### config.mk
export PLATFORM = sky130hd
export DESIGN_NAME = tirq_ctrl
export DESIGN_NICKNAME = d
export VERILOG_FILES = /design/src/rtl/tirq_pkg.sv /design/src/rtl/tirq_enable_reg.sv /design/src/rtl/tirq_status_flag.sv /design/src/rtl/tirq_irq_out.sv /design/src/rtl/tirq_ctrl.sv
export SDC_FILE = /design/constraint.sdc
export NUM_CORES = 1
export LEC_CHECK = 0
export BUFFER_PORTS_ARGS = -buffer_cell sky130_fd_sc_hd__buf_2
export CAP_MARGIN = 10
export CORE_MARGIN = 4
export CORE_UTILIZATION = 33
export DETAILED_ROUTE_END_ITERATION = 16
export PLACE_DENSITY_LB_ADDON = 0.08
export SETUP_SLACK_MARGIN = 0.4
export SLEW_MARGIN = 5
export SYNTH_ARGS = -nofsm -noshare
export SYNTH_HDL_FRONTEND = slang
export SYNTH_HIERARCHICAL = 1
export SYNTH_SLANG_ARGS = --single-unit
export TNS_END_PERCENT = 100
### constraint.sdc
create_clock -name clk -period 0.8 [get_ports clk]
set_input_delay 0.08 -clock clk [delete_from_list [all_inputs] [get_ports clk]]
set_output_delay 0.08 -clock clk [all_outputs]
set_load 0.03 [all_outputs]
### src/rtl/tirq_pkg.sv
package tirq_pkg;
   localparam int unsigned DEF_NUM_CH = 5;
   localparam int unsigned DEF_DATA_W = 32;

   // bit position of the first status flag in the register word
   function automatic int unsigned flag_lsb(input int unsigned num_ch);
      return num_ch;
   endfunction
endpackage

### src/rtl/tirq_enable_reg.sv
module tirq_enable_reg #(
   parameter int unsigned NUM_CH = 5
) (
   input  logic              clk,
   input  logic              rst_n,
   input  logic              load,
   input  logic [NUM_CH-1:0] load_val,
   output logic [NUM_CH-1:0] en_q
);
   always_ff @(posedge clk or negedge rst_n) begin
      if (!rst_n)    en_q <= '0;
      else if (load) en_q <= load_val;
   end
endmodule

### src/rtl/tirq_status_flag.sv
module tirq_status_flag (
   input  logic clk,
   input  logic rst_n,
   input  logic set_i,
   input  logic clr_i,
   output logic flag_q
);
   // set has priority over a simultaneous clear
   always_ff @(posedge clk or negedge rst_n) begin
      if (!rst_n)     flag_q <= 1'b0;
      else if (set_i) flag_q <= 1'b1;
      else if (clr_i) flag_q <= 1'b0;
   end
endmodule

### src/rtl/tirq_irq_out.sv
module tirq_irq_out #(
   parameter int unsigned NUM_CH  = 5,
   parameter bit          REG_OUT = 1'b1
) (
   input  logic              clk,
   input  logic              rst_n,
   input  logic [NUM_CH-1:0] flags,
   input  logic [NUM_CH-1:0] enables,
   output logic [NUM_CH-1:0] irq
);
   logic [NUM_CH-1:0] pend;
   assign pend = flags & enables;

   if (REG_OUT) begin : g_reg
      always_ff @(posedge clk or negedge rst_n) begin
         if (!rst_n) irq <= '0;
         else        irq <= pend;
      end
   end else begin : g_comb
      assign irq = pend;
   end
endmodule

### src/rtl/tirq_ctrl.sv
module tirq_ctrl
   import tirq_pkg::*;
#(
   parameter int unsigned NUM_CH  = DEF_NUM_CH,
   parameter int unsigned DATA_W  = DEF_DATA_W,
   parameter bit          REG_OUT = 1'b1
) (
   input  logic              clk,
   input  logic              rst_n,
   input  logic [NUM_CH-1:0] expire,
   input  logic              wr_en,
   input  logic [DATA_W-1:0] wr_data,
   output logic [DATA_W-1:0] rd_data,
   output logic [NUM_CH-1:0] irq
);
   localparam int unsigned FLAG_LSB = flag_lsb(NUM_CH);
   localparam int unsigned USED_W   = 2 * NUM_CH;

   if (NUM_CH < 1) begin : g_bad_ch
      $error("tirq_ctrl: NUM_CH must be at least 1");
   end
   if (USED_W > DATA_W) begin : g_bad_w
      $error("tirq_ctrl: DATA_W too narrow for enables and flags");
   end

   logic [NUM_CH-1:0] en_q;
   logic [NUM_CH-1:0] flag_q;
   logic [NUM_CH-1:0] clr_req;

   assign clr_req = {NUM_CH{wr_en}} & wr_data[FLAG_LSB +: NUM_CH];

   tirq_enable_reg #(.NUM_CH(NUM_CH)) u_en (
      .clk      (clk),
      .rst_n    (rst_n),
      .load     (wr_en),
      .load_val (wr_data[NUM_CH-1:0]),
      .en_q     (en_q)
   );

   for (genvar ch = 0; ch < NUM_CH; ch++) begin : g_flag
      tirq_status_flag u_flag (
         .clk    (clk),
         .rst_n  (rst_n),
         .set_i  (expire[ch]),
         .clr_i  (clr_req[ch]),
         .flag_q (flag_q[ch])
      );
   end

   tirq_irq_out #(.NUM_CH(NUM_CH), .REG_OUT(REG_OUT)) u_irq (
      .clk     (clk),
      .rst_n   (rst_n),
      .flags   (flag_q),
      .enables (en_q),
      .irq     (irq)
   );

   always_comb begin
      rd_data                        = '0;
      rd_data[NUM_CH-1:0]            = en_q;
      rd_data[FLAG_LSB +: NUM_CH]    = flag_q;
   end
endmodule


==> qor.yml <==
status:
  status: "finished, violations left"
  violations: "hold timing, setup timing"
synthesis:
  avgSynthCellArea_um2: 11.42
  ys_seq_area_frac: 0.5217
  syn_area_um2: 719.4
  yosysTopAreaCell: "dfrtp_1"
  synth-edff-count: 0
  synth_top_area_frac: 0.5217
  yosysUniqueCellTypes: 7
  synthTopCellsByArea: "dfrtp_1 52%, buf_4 23%, and2_1 8.7%"
  ys_ff_latch: 15
  yosys_warnings: 6
  syn_inst: 63
  netlist_top_cells_count: "22 x buf_4, 15 x dfrtp_1, 10 x and2_1"
  yosysMostFrequentCell: "buf_4"
  async_reset_ff_frac: 1.000
  synth_flop_cell: "dfrtp_1"
pwr:
  pwr-share-comb: 0.333
  p_leak_nw: 0.5264
  switching_share: 0.3295
  p_sw_uw: 642.8
  power_density_nw_per_um2: 1861
  internal_power_mw: 1.308
  ir_worst_vdd_uv: 1012
  total_power_mw: 1.951
  clkPwrFrac: 0.210
  pwr-share-seq: 0.457
floorplan:
  die-area_um2: 2991
  core_area_um2: 2022
  die_w_um: 54.69
  die_h_um: 54.69
  io_pins: 77
  rows: 16
  initial_core_util: 0.3558
placed_design:
  hpwl_um: 992.9
  placed_area_um2: 845.8
  port_buffers: 32
  place_ws_ps: 11.34
  place.gp.congestion: 0.6449
sta:
  post-route-min-period_ps: 921.0
  setup_ws_ps: -121.0
  slew_violations: 0
  finalSetupViolCount: 18
  skew_ps: 3.114
  fmax_ghz: 1.086
  period_share: 1.151
  whs_ps: -305.8
  hold_viol: 20
  rsz0062_at_grt: "yes"
setup_path:
  max_stage_delay_ps: 430
  required_ps: 720
  r2r_cells: 2
  worstPathArrival_ps: 840
  timing.reg2reg.setup_slack_ps: -110
  critPathTopFamily: "flip-flops"
  worstSetupPathType: "reg2out"
  startpoint_type: "register"
  crit_path_max_fanout: 2
  r2r_start: "u_en/en_q[3]"
  crit_slowest_cell: "dfrtp_2"
  worstSetupEndpointType: "output pin"
  path_buf_inv: 1
  crit_chain: "buf_6"
  r2r_end: "u_en/en_q[3]"
finish:
  nets: 146
  register_area_um2: 394.1
  drive_above_1_share: 0.6190
  fillers: 193
  area_growth_pct: 45.74
  antenna_cells: 0
  multi_input_area_um2: 246.5
  final_cell_area_um2: 1049
clocking:
  cts.sinks: 15
  htreeDepth: 1
  clk_pin_slew_ps: 80
  clkLatencyLatePin_ps: 270
  clockBufferDepth: 2
  cts_tree: "done"
  cts_buffers: 3
  cts_root_buffer: "clkbuf_4"
route:
  totalWireLength_um: 1375
  vias: 501
  wl_per_cell_um: 10.42
  route.detailed.drc: 0
  first_pass_iters: 1
  drt_iter0_markers: 0
  postRouteAntennaNets: 0
  viasPerCell: 3.795
global_routing:
  grtUsageTotal: 0.09472
  grt_pass1_wl_um: 1890
  grt_remaining_overflow: 0
  antenna_found_initial: 0
  grt_pass1_vias: 443
  grt_start_max_net_pins: 16
worst_hold_path:
  hp-class: "in2async"
flow_run:
  drv_cap: 0
[layer usage]
layer  wire length, µm  track usage  up-vias
li1                  -            -      235
met1               490      0.09516      230
met2               709       0.1693       34
met3               147     0.008174        2
met4                27      0.08714        0
met5                 0            0        -
[power by group through the flow]
stage	clock network, mW	registers [mW]	logic, mW
after floorplan	0	1.04	0.287
after global placement	0	0.887	0.492
after detailed placement	0	0.889	0.493
after CTS	0.441	0.890	0.641
after global routing	0.465	0.899	0.691
final	0.410	0.891	0.650
[state kept, by name, indices dropped and copies added, names as in the netlist]
signal	cells
u_en/en_q	5
g_flag.u_flag/flag_q	5
u_irq/irq	5
[cell usage in the layout, fill, tap and decap left out, drive strengths merged]
cell    netlist  routed
buf          22      39
a21o          5       5
inv           5       5
conb          1      22
mux2          5       5
clkbuf        0       4
dfrtp        15      15
and2         10      10
[worst max-delay path by stage]
stage | slack [ps] | to | start | cells after the start
finish | -120 | rd_data[9] | g_flag[4].u_flag/flag_q | 1
global route | -150 | rd_data[9] | g_flag[4].u_flag/flag_q | 1
CTS | -130 | rd_data[7] | g_flag[2].u_flag/flag_q | 1
detailed placement | 10 | u_en/en_q[4] | wr_en | 2
global placement | 3 | u_en/en_q[3] | wr_en | 2
floorplan | -50 | u_en/en_q[0] | u_en/en_q[0] | 1
[layout make-up]
type	count	share of cell area
Multi-Input combinational cell	42	0.2351
Tap cell	27	0.03222
Inverter	5	0.01790
Timing Repair Buffer	39	0.3138
Sequential cell	15	0.3759
Clock buffer	4	0.02506
[cells by family after synthesis]
logic type	Yosys count	share of synthesized area
other cells	1	0.005212
flops	15	0.5217
compound gates	5	0.05218
mux	5	0.07826
buf+inv	27	0.2557
simple gates	10	0.08696
[timing repair]
item,4_1_cts,5_1_grt
resized for setup,36,3
buffers inserted,7,0
endpoints found under the hold margin,20,20
pin swaps,2,2
gates cloned,0,0
endpoints found under the setup margin,30,30
[through the flow]
step | std cells | utilization | setup TNS [ps]
2_1_floorplan | 84 | - | -251.7
3_3_place_gp | 121 | 0.4183 | 0
3_5_place_dp | 121 | 0.4183 | 0
4_1_cts | 132 | 0.5142 | -2132
5_1_grt | 132 | 0.5186 | -2432
6_report | 132 | 0.5186 | -1864
Power figures use the tool's default switching activity.
